===== src/rtl/pg_pkg.sv =====
package pg_pkg;
  typedef enum logic [2:0] {
    OP_MODIFY   = 3'd0,
    OP_GRANT    = 3'd1,
    OP_LOCK     = 3'd2,
    OP_WPTR     = 3'd3,
    OP_OVERRIDE = 3'd4,
    OP_ARM      = 3'd5,
    OP_DISARM   = 3'd6
  } op_e;

  typedef enum logic [1:0] {
    AK_READ = 2'd0,
    AK_ONE  = 2'd1,
    AK_BULK = 2'd2,
    AK_NONE = 2'd3
  } kind_e;

  typedef enum logic [2:0] {
    SQ_IDLE, SQ_MLEN, SQ_MOLD, SQ_NEW1, SQ_NEW2, SQ_GRANT, SQ_PTR, SQ_SKIP
  } seq_e;
endpackage


===== src/rtl/pg_seq.sv =====
module pg_seq
  import pg_pkg::*;
#(
  parameter int AW      = 9,
  parameter int MAX_LEN = 8
) (
  input  logic                              clk,
  input  logic                              rst_n,
  input  logic                              frame_abort,
  input  logic                              cmd_valid,
  input  logic [2:0]                        cmd_op,
  input  logic                              byte_valid,
  input  logic [7:0]                        byte_data,
  output logic [$clog2(MAX_LEN+1)-1:0]      len_q,
  output logic                              ev_ok,
  output logic                              ev_fail,
  output logic                              ev_ptr,
  output logic [AW-1:0]                     ptr_val
);
  localparam int LW  = $clog2(MAX_LEN + 1);
  localparam int IW  = $clog2(MAX_LEN);
  localparam int PB  = (AW + 7) / 8;
  localparam int PBW = PB * 8;

  seq_e            st_q, st_d;
  logic [IW-1:0]   idx_q, idx_d;
  logic            bad_q, bad_d;
  logic [LW-1:0]   nlen_q, nlen_d;
  logic [PBW-1:0]  pacc_q, pacc_d;
  logic [7:0]      code_q  [MAX_LEN];
  logic [7:0]      stage_q [MAX_LEN];
  logic            commit, stage_we;
  logic            old_miss, cpy_miss, last_old, last_new, last_ptr;

  always_comb begin
    st_d = st_q; idx_d = idx_q; bad_d = bad_q; nlen_d = nlen_q; pacc_d = pacc_q;
    ev_ok = 1'b0; ev_fail = 1'b0; ev_ptr = 1'b0; commit = 1'b0; stage_we = 1'b0;
    old_miss = (byte_data != code_q[idx_q]);
    cpy_miss = (byte_data != stage_q[idx_q]);
    last_old = (LW'(idx_q) == len_q - LW'(1));
    last_new = (LW'(idx_q) == nlen_q - LW'(1));
    last_ptr = (idx_q == IW'(PB - 1));
    if (frame_abort) begin
      st_d = SQ_IDLE;
    end else if (cmd_valid) begin
      idx_d = '0; bad_d = 1'b0; pacc_d = '0;
      case (op_e'(cmd_op))
        OP_MODIFY: st_d = SQ_MLEN;
        OP_GRANT: begin
          if (len_q == '0) begin ev_ok = 1'b1; st_d = SQ_IDLE; end
          else st_d = SQ_GRANT;
        end
        OP_WPTR: st_d = SQ_PTR;
        default: st_d = SQ_IDLE;
      endcase
    end else if (byte_valid) begin
      idx_d = idx_q + IW'(1);
      case (st_q)
        SQ_MLEN: begin
          idx_d = '0;
          if (byte_data > 8'(MAX_LEN)) st_d = SQ_SKIP;
          else begin
            nlen_d = LW'(byte_data);
            if (len_q != '0) st_d = SQ_MOLD;
            else if (byte_data == 8'd0) begin commit = 1'b1; st_d = SQ_IDLE; end
            else st_d = SQ_NEW1;
          end
        end
        SQ_MOLD: begin
          bad_d = bad_q | old_miss;
          if (last_old) begin
            idx_d = '0;
            if (nlen_q == '0) begin commit = !bad_d; st_d = SQ_IDLE; end
            else st_d = SQ_NEW1;
          end
        end
        SQ_NEW1: begin
          stage_we = 1'b1;
          if (last_new) begin idx_d = '0; st_d = SQ_NEW2; end
        end
        SQ_NEW2: begin
          bad_d = bad_q | cpy_miss;
          if (last_new) begin commit = !bad_d; st_d = SQ_IDLE; end
        end
        SQ_GRANT: begin
          bad_d = bad_q | old_miss;
          if (last_old) begin ev_ok = !bad_d; ev_fail = bad_d; st_d = SQ_IDLE; end
        end
        SQ_PTR: begin
          pacc_d = (pacc_q << 8) | PBW'(byte_data);
          if (last_ptr) begin ev_ptr = 1'b1; st_d = SQ_IDLE; end
        end
        default: idx_d = idx_q;
      endcase
    end
  end

  assign ptr_val = pacc_d[AW-1:0];

  always_ff @(posedge clk or negedge rst_n) begin
    if (!rst_n) begin
      st_q <= SQ_IDLE; idx_q <= '0; bad_q <= 1'b0; nlen_q <= '0;
      pacc_q <= '0; len_q <= '0;
      for (int i = 0; i < MAX_LEN; i++) begin
        code_q[i]  <= '0;
        stage_q[i] <= '0;
      end
    end else begin
      st_q <= st_d; idx_q <= idx_d; bad_q <= bad_d; nlen_q <= nlen_d; pacc_q <= pacc_d;
      if (stage_we) stage_q[idx_q] <= byte_data;
      if (commit) begin
        len_q <= nlen_d;
        for (int i = 0; i < MAX_LEN; i++) code_q[i] <= stage_q[i];
      end
    end
  end
endmodule


===== src/rtl/pg_flags.sv =====
module pg_flags
  import pg_pkg::*;
#(
  parameter int AW = 9
) (
  input  logic          clk,
  input  logic          rst_n,
  input  logic          cmd_valid,
  input  logic [2:0]    cmd_op,
  input  logic          frame_abort,
  input  logic          secure,
  input  logic          ev_ok,
  input  logic          ev_fail,
  input  logic          ev_ptr,
  input  logic [AW-1:0] ptr_val,
  input  logic          consume,
  output logic          acc_q,
  output logic          lock_q,
  output logic          pgm_q,
  output logic          ovr_q,
  output logic [AW-1:0] ptr_q
);
  logic          acc_d, lock_d, pgm_d, ovr_d;
  logic [AW-1:0] ptr_d;
  logic          cmd_go, may_ptr;

  assign cmd_go  = cmd_valid && !frame_abort;
  assign may_ptr = !secure || acc_q;

  always_comb begin
    acc_d = acc_q; lock_d = lock_q; pgm_d = pgm_q; ovr_d = ovr_q; ptr_d = ptr_q;
    if (consume) ovr_d = 1'b0;
    if (ev_ok) begin acc_d = 1'b1; lock_d = 1'b0; end
    if (ev_fail) acc_d = 1'b0;
    if (ev_ptr && may_ptr) ptr_d = ptr_val;
    if (cmd_go) begin
      case (op_e'(cmd_op))
        OP_LOCK:     begin acc_d = 1'b0; lock_d = 1'b1; ovr_d = 1'b0; end
        OP_OVERRIDE: if (may_ptr) ovr_d = 1'b1;
        OP_ARM:      pgm_d = 1'b1;
        OP_DISARM:   pgm_d = 1'b0;
        default: ;
      endcase
    end
  end

  always_ff @(posedge clk or negedge rst_n) begin
    if (!rst_n) begin
      acc_q <= 1'b0; lock_q <= 1'b0; pgm_q <= 1'b0; ovr_q <= 1'b0; ptr_q <= '0;
    end else begin
      acc_q <= acc_d; lock_q <= lock_d; pgm_q <= pgm_d; ovr_q <= ovr_d; ptr_q <= ptr_d;
    end
  end
endmodule


===== src/rtl/pg_decide.sv =====
module pg_decide
  import pg_pkg::*;
#(
  parameter int AW = 9
) (
  input  logic [AW-1:0] req_addr,
  input  logic [1:0]    req_kind,
  input  logic [AW-1:0] ptr_q,
  input  logic          secure,
  input  logic          acc_q,
  input  logic          lock_q,
  input  logic          pgm_q,
  input  logic          ovr_q,
  output logic          allow
);
  logic below, keyed, prog_ok;

  assign below   = (req_addr < ptr_q);
  assign keyed   = !secure || acc_q;
  assign prog_ok = pgm_q && !lock_q && keyed;

  always_comb begin
    case (kind_e'(req_kind))
      AK_READ: allow = !below || keyed;
      AK_ONE:  allow = prog_ok && (!below || ovr_q);
      AK_BULK: allow = prog_ok;
      default: allow = 1'b0;
    endcase
  end
endmodule


===== src/rtl/pwd_guard.sv =====
module pwd_guard
  import pg_pkg::*;
#(
  parameter int AW      = 9,
  parameter int MAX_LEN = 8
) (
  input  logic          clk,
  input  logic          rst_n,
  input  logic          frame_abort,
  input  logic          cmd_valid,
  input  logic [2:0]    cmd_op,
  input  logic          byte_valid,
  input  logic [7:0]    byte_data,
  input  logic [AW-1:0] req_addr,
  input  logic [1:0]    req_kind,
  input  logic          req_commit,
  output logic          req_allow
);
  localparam int LW = $clog2(MAX_LEN + 1);

  logic [1:0]    rst_pipe;
  logic          rst_sync;
  logic [LW-1:0] code_len;
  logic          secure, ev_ok, ev_fail, ev_ptr, consume;
  logic [AW-1:0] ptr_val, ptr_q;
  logic          acc_q, lock_q, pgm_q, ovr_q;

  always_ff @(posedge clk or negedge rst_n) begin
    if (!rst_n) rst_pipe <= 2'b00;
    else        rst_pipe <= {rst_pipe[0], 1'b1};
  end
  assign rst_sync = rst_pipe[1];

  assign secure  = (code_len != '0);
  assign consume = req_commit && req_allow && (kind_e'(req_kind) == AK_ONE);

  pg_seq #(.AW(AW), .MAX_LEN(MAX_LEN)) u_seq (
    .clk(clk), .rst_n(rst_sync), .frame_abort(frame_abort),
    .cmd_valid(cmd_valid), .cmd_op(cmd_op),
    .byte_valid(byte_valid), .byte_data(byte_data),
    .len_q(code_len), .ev_ok(ev_ok), .ev_fail(ev_fail),
    .ev_ptr(ev_ptr), .ptr_val(ptr_val)
  );

  pg_flags #(.AW(AW)) u_flags (
    .clk(clk), .rst_n(rst_sync), .cmd_valid(cmd_valid), .cmd_op(cmd_op),
    .frame_abort(frame_abort), .secure(secure), .ev_ok(ev_ok), .ev_fail(ev_fail),
    .ev_ptr(ev_ptr), .ptr_val(ptr_val), .consume(consume),
    .acc_q(acc_q), .lock_q(lock_q), .pgm_q(pgm_q), .ovr_q(ovr_q), .ptr_q(ptr_q)
  );

  pg_decide #(.AW(AW)) u_decide (
    .req_addr(req_addr), .req_kind(req_kind), .ptr_q(ptr_q), .secure(secure),
    .acc_q(acc_q), .lock_q(lock_q), .pgm_q(pgm_q), .ovr_q(ovr_q),
    .allow(req_allow)
  );
endmodule


===== config.mk =====
export PLATFORM = sky130hd
export DESIGN_NAME = pwd_guard
export DESIGN_NICKNAME = d
export VERILOG_FILES = /design/src/rtl/pg_pkg.sv /design/src/rtl/pg_seq.sv /design/src/rtl/pg_flags.sv /design/src/rtl/pg_decide.sv /design/src/rtl/pwd_guard.sv
export SDC_FILE = /design/constraint.sdc
export NUM_CORES = 1
export LEC_CHECK = 0
export BUFFER_PORTS_ARGS = -buffer_cell sky130_fd_sc_hd__buf_2
export CAP_MARGIN = 0
export CORE_MARGIN = 4
export CORE_UTILIZATION = 65
export DETAILED_ROUTE_END_ITERATION = 12
export GPL_TIMING_DRIVEN = 0
export PLACE_DENSITY = 0.9
export SKIP_CTS_REPAIR_TIMING = 1
export SLEW_MARGIN = 20
export SYNTH_ARGS = -nofsm -noshare
export SYNTH_HDL_FRONTEND = slang
export SYNTH_SLANG_ARGS = --single-unit

===== constraint.sdc =====
create_clock -name clk -period 9.6 [get_ports clk]
set_clock_uncertainty 0.15 [all_clocks]
set_input_delay 0.96 -clock clk [delete_from_list [all_inputs] [get_ports clk]]
set_output_delay 0.96 -clock clk [all_outputs]
set_load 0.05 [all_outputs]

Word level (Yosys, flattened, before mapping)
Cells that the tools add are included.
Widths: inputs -> output; s select.
- flip-flop bits (word level): 167
- logic and storage cells: 184
- muxes and demuxes: 85
- reductions and logical operators: 35
- equal/unequal tests: 24
- magnitude comparators: 4
- bitwise logic cells: 5
- add/subtract/negate cells: 3
- operators by type and width (operator ; number):
    $bwmux 64 ; 1
    $bmux 8 s3 ; 2
    $mux 3 ; 15
    $mux 1 ; 42
    $mux 8 ; 5
    $mux 9 ; 4
    $demux 8 s3 ; 1
    $mux 4 ; 5
    $ne 4x3->1 const B ; 5
    $eq 3x3->1 const B ; 6
    $pmux 3 s6 ; 1
    $ne 8x8->1 ; 2
    $eq 3x2->1 const B ; 4
    $pmux 3 s4 ; 1
    $eq 3x1->1 const B ; 3
    $lt 9x9->1 ; 1
    $or 9x8->9 ; 1
    $pmux 3 s3 ; 1
    $eq 3x4->1 ; 2
    $gt 8x4->1 const B ; 1
    $logic_and 1x1->1 ; 8
    $logic_not 4->1 ; 2
    $logic_not 8->1 ; 1
    $reduce_bool 8->1 ; 1
    25 further kinds ; 41

Logic depth before layout (Yosys ltp)
- word-level depth: 16
- mapped depth: 13

By module
From an unflattened synthesis, not the netlist that was laid out.
- cell total of the unflattened synthesis: 664
- area total of the unflattened synthesis: 8496.9 µm²
- by module, submodules not included (module ; cells each ; sequential area each (µm²) ; instances ; area each (µm²)):
    pg_seq ; 589 ; 3803.6 ; 1 ; 7591.0
    pg_flags ; 39 ; 325.3 ; 1 ; 585.6
    pg_decide ; 31 ; 0.0 ; 1 ; 249.0
    pwd_guard ; 5 ; 50.0 ; 1 ; 71.3

Worst setup path before layout
OpenSTA, ideal clock, no wires.
- path kind: input port to output port
- start: in req_addr[1]
- end: out req_allow
- data required time: 8.490 ns
- arrival: 2.450 ns
- stages on the path: 8
- slack: 6.040 ns
- buffers on the path: 0
- cell sequence: ha_1 -> a21o_1 -> a21o_1 -> a21oi_1 -> o21ai_0 -> a21o_1 -> a221oi_1 -> nor2_1
- cells in the longest elaborated chain, start to end: 5
- elaborated cells on any way between the ends: 6
- those cells by class: order compare (1); mux (1); reduce/logical (4)
- ends and longest elaborated chain (item ; RTL line ; source):
    from (decl) ; pwd_guard.sv:14 ; input logic [AW-1:0] req_addr,
    $lt 9x9->1 (*) ; pg_decide.sv:18 ; assign below = (req_addr < ptr_q);
    $logic_not 1->1 (*) ; pg_decide.sv:24, pg_decide.sv:25 ;
    $logic_or 1x1->1 ; pg_decide.sv:25 ; AK_ONE: allow = prog_ok && (!below || ovr_q);
    $logic_and 1x1->1 ; pg_decide.sv:25 ;
    $pmux 1 s3 (*) ; pg_decide.sv:23 ; case (kind_e'(req_kind))
    to (decl) ; pwd_guard.sv:17 ; output logic req_allow
Mark *: on every way between the ends. The rest lies on a longest branch, timed or not.

Worst setup path after layout
- start: reg u_seq.idx_q[2]
- end: reg u_seq.code_q[33] (netlist name)
- cells in the longest elaborated chain, start to end: 13
- elaborated cells on any way between the ends: 22
- those cells by class: eq/ne (4); mux (13); bitwise (3); reduce/logical (2)
- ends and longest elaborated chain (item ; RTL line ; source):
    from (decl) ; pg_seq.sv:26 ; logic [IW-1:0] idx_q, idx_d;
    from (signal assigned) ; pg_seq.sv:102 ; st_q <= SQ_IDLE; idx_q <= '0; bad_q <= 1'b0; nlen_q <= '0;
    from (signal assigned) ; pg_seq.sv:109 ; st_q <= st_d; idx_q <= idx_d; bad_q <= bad_d; nlen_q <= nlen_d; pacc_q <= pacc_d;
    $not 3->4 (implied by the code) ; pg_seq.sv:38, pg_seq.sv:39 ;
    $bmux 8 s3 ; pg_seq.sv:38 ; old_miss = (byte_data != code_q[idx_q]);
    $mux 8 (implied by the code) (2 in a row) ; pg_seq.sv:38 ;
    $ne 8x8->1 ; pg_seq.sv:38 ;
    $or 1x1->1 ; pg_seq.sv:70 ; bad_d = bad_q | old_miss;
    $logic_not 1->1 ; pg_seq.sv:73 ; if (nlen_q == '0) begin commit = !bad_d; st_d = SQ_IDLE; end
    $mux 1 ; pg_seq.sv:73 ;
    $mux 1 ; pg_seq.sv:71 ; if (last_old) begin
    $pmux 1 s3 (*) ; pg_seq.sv:58 ; case (st_q)
    $mux 1 (*) ; pg_seq.sv:56 ; end else if (byte_valid) begin
    $mux 1 (*) ; pg_seq.sv:45 ; end else if (cmd_valid) begin
    $mux 1 (*) ; pg_seq.sv:43 ; if (frame_abort) begin
    to (signal, indexed assignment) ; pg_seq.sv:105 ; code_q[i] <= '0;
    to (decl) ; pg_seq.sv:30 ; logic [7:0] code_q [MAX_LEN];
Mark *: on every way between the ends. The rest lies on a longest branch, timed or not. The select of a mux whose other input is x is not followed.
A chain may end at the register's enable or synchronous reset.

==> run metrics <==
post-synth top area share=0.4877; register area share after synthesis=0.4877; CTS Root Buffer Type=clkbuf_16; final setup fails=0; Peak Freq=248.6 MHz; Hold Fails Final Rpt=0; max_cap viols=0; CTS buffer count=17; Data required, critical path=9760 ps; Largest stage delay, worst path=560 ps; FF+latch count, synth=167; peak supply drop=141.4 uV; dpl cells=895; total power=1.601 mW; asr flop ratio synth=1.000; final core utilization=0.7514; Total GRT Usage=0.3177; reg-to-reg startpoint=u_seq.idx_q[2]$_DFFE_PN0P_; layout cells sized above 1=0.3068; R2R depth=13; Static Leak=4.430 nW; fin nets=784; Post-route DRC=0; flop-to-flop setup slack=5580 ps; Worst-path clk slew=60 ps; most frequent cell on the critical path=buf_6; worst path arrival time=4180 ps; YS warnings=0; gr ovfl total=0; Layout Cells excl Fill=925; clock sink count=167; Yosys cell types=68; WL final=22,490 um; latest clock arrival within the worst-skew pair=430 ps; pre-CTS WS=5563 ps; worst hold path type=reg -> async; worst rel slew slack=0.2123; Clock Path Buffers=2; Initial Util=0.6708; slowest CP cell=buf_1; antenna violations before repair=0; max-slew violation count=0; prevailing post-synth register cell=dfrtp_1; leading area contributor after synthesis=dfrtp_1; chip width=122.8 um; DR iter-0 viols=697; RSZ-0062 raised after global routing=false; final hold slack=74.48 ps; Startpoint Class=flop; final setup margin=5578 ps; FF-to-FF End=u_seq.code_q[33]$_DFFE_PN0P_; CTS tree=built; core area=12,770 sq um; CP bufs+invs=5; # H-tree levels=4; family with the most delay on the worst path=buffers and inverters; critical path endpoint=u_seq.code_q[33]$_DFFE_PN0P_; crit path time final=4022 ps; period utilisation layout=0.4190; top-count cell post-synth=dfrtp_1; vias in the first global route=6,539; synthesized instance count=694; row count=41; Synth top cells by count=167 x dfrtp_1, 130 x mux2_2, 39 x nand2_1; largest net degree at the start of global routing=54; crit path kind=reg -> reg; Power Dens Cells=166.8 nW/um^2; wire length per cell=24.32 um; post-synthesis net count=736; routability cong.=0.9514; Worst Max-Slew Pin Slew=1177 ps; Critical Path Stages=13; Synth Cell Area=8568 sq um; CP Launch Point=u_seq.idx_q[2]$_DFFE_PN0P_; leading post-synthesis cells by cell area=dfrtp_1 49%, mux2_2 17%, mux2i_1 4.0%; DIE AREA=15,080 sq um; Vias/cell=6.772; DP Area=8992 sq um; IO Count=29; Die Height=122.8 um; Antenna diodes=0; Final Instance Area=9598 sq um; Layout area overhead=12.02%; DR pass1 iterations=5; Mean Syn Cell Area=12.35 sq um; HPWL after DPL=14,940 um; kind of end point of the critical path=flop; PortBufs=26; vias=6,264; critical-path cell list=buf_6 > buf_2 > buf_1 > nand3_1 > o211ai_1 > a21oi_1 > xnor2_1 > nor3_1 > nand4_1 > o221ai_4 > buf_6 > buf_8 > mux2_1; Post-synth EDFFs=0; FILL cells=780; CP max FO=10; global-route wire length before repair=35,250 um; setup TNS=0 ps; outcome=complete, no violations; post-route ant nets=0
## cell type report
| class | count | area (sq um) | area share |
|---|---|---|---|
| Timing Repair Buffer | 29 | 205.2 | 0.02138 |
| Clock inverter | 8 | 121.4 | 0.01264 |
| Multi-Input combinational cell | 464 | 4034 | 0.4203 |
| Sequential cell | 167 | 4183 | 0.4358 |
| Tap cell | 172 | 215.2 | 0.02242 |
| Inverter | 19 | 71.32 | 0.007431 |
| Buffer | 44 | 284.0 | 0.02959 |
| Clock buffer | 22 | 484.2 | 0.05045 |
## cells in the final DEF, fill, tap and decap left out, types with 4 or more instances in the layout
| cell type | Yosys | routed |
|---|---|---|
| a22oi_1 | 15 | 15 |
| buf_6 | 8 | 8 |
| o2bb2ai_1 | 4 | 4 |
| a31oi_1 | 6 | 6 |
| o21ai_0 | 23 | 23 |
| buf_4 | 8 | 8 |
| nand3_1 | 8 | 8 |
| nand2b_1 | 9 | 9 |
| a211oi_1 | 4 | 4 |
| clkbuf_1 | 20 | 21 |
| a21oi_1 | 15 | 15 |
| mux4_2 | 8 | 8 |
| or3_1 | 8 | 8 |
| clkbuf_16 | 0 | 17 |
| nor4_1 | 4 | 4 |
| a21o_1 | 5 | 5 |
| clkbuf_8 | 0 | 4 |
| nand2_1 | 39 | 39 |
| mux2_1 | 20 | 20 |
| dfrtp_1 | 167 | 166 |
| mux2_2 | 130 | 130 |
| inv_1 | 17 | 17 |
| xor2_1 | 6 | 6 |
| ha_1 | 14 | 14 |
| a221oi_1 | 4 | 4 |
| buf_2 | 5 | 31 |
| nor3_1 | 11 | 11 |
| mux2i_1 | 34 | 34 |
| xnor2_1 | 13 | 13 |
| nor2_1 | 24 | 24 |
| nor2b_1 | 4 | 4 |
## layer usage
layer / track usage / routed length (um) / vias to the layer above / share of wire
met5: 0 / 0 / - / 0
met1: 0.3778 / 8496 / 3140 / 0.38
met4: 0.1861 / 1323 / 0 / 0.059
li1: - / - / 2639 / -
met3: 0.08387 / 1915 / 114 / 0.085
met2: 0.5207 / 10760 / 371 / 0.48
## sequential cells by signal, summed over array words and instances, names as in the netlist
name,flops
u_seq.idx_q,3
u_seq.bad_q,1
u_seq.pacc_q,9
u_flags.ptr_q,9
u_flags.lock_q,1
u_seq.code_q,64
u_seq.len_q,4
u_seq.st_q,3
u_flags.acc_q,1
u_seq.nlen_q,4
u_flags.pgm_q,1
rst_pipe,2
u_seq.stage_q,64
u_flags.ovr_q,1
## power by group
group          total, mW  switching (mW)  internal [mW]  leakage, nW
clock network      0.706           0.273          0.433        0.298
logic              0.158          0.0974         0.0603         1.82
registers          0.737          0.0154          0.722         2.31
total               1.60           0.386           1.22         4.43
## logic make-up after synthesis
family / count (synthesis) / synth area share
multiplexers: 192 / 0.2579
flip-flops: 167 / 0.4877
AND/OR/NAND/NOR: 125 / 0.07287
AO/OA/AOI/OAI: 110 / 0.09477
buffers and inverters: 63 / 0.04147
XOR/XNOR: 20 / 0.02205
adder cells (fa/ha/maj): 16 / 0.02278
other: 1 / 0.0004377
## worst min path at each step
| stage | startpoint | endpoint | slack (ps) | depth (start not counted) |
|---|---|---|---|---|
| 6_report | rst_pipe[1]$_DFF_PN0_ | u_seq.code_q[17]$_DFFE_PN0P_ | 70 | 0 |
| 5_1_grt | rst_pipe[1]$_DFF_PN0_ | u_seq.code_q[17]$_DFFE_PN0P_ | 100 | 0 |
| 4_1_cts | rst_pipe[1]$_DFF_PN0_ | u_seq.code_q[17]$_DFFE_PN0P_ | 80 | 0 |
| 3_5_place_dp | rst_pipe[1]$_DFF_PN0_ | u_seq.code_q[17]$_DFFE_PN0P_ | 80 | 0 |
| 3_3_place_gp | rst_pipe[0]$_DFF_PN0_ | rst_pipe[1]$_DFF_PN0_ | 190 | 0 |
| 2_1_floorplan | rst_pipe[0]$_DFF_PN0_ | rst_pipe[1]$_DFF_PN0_ | 180 | 0 |
Note: power is estimated with default switching activity, not from simulation.
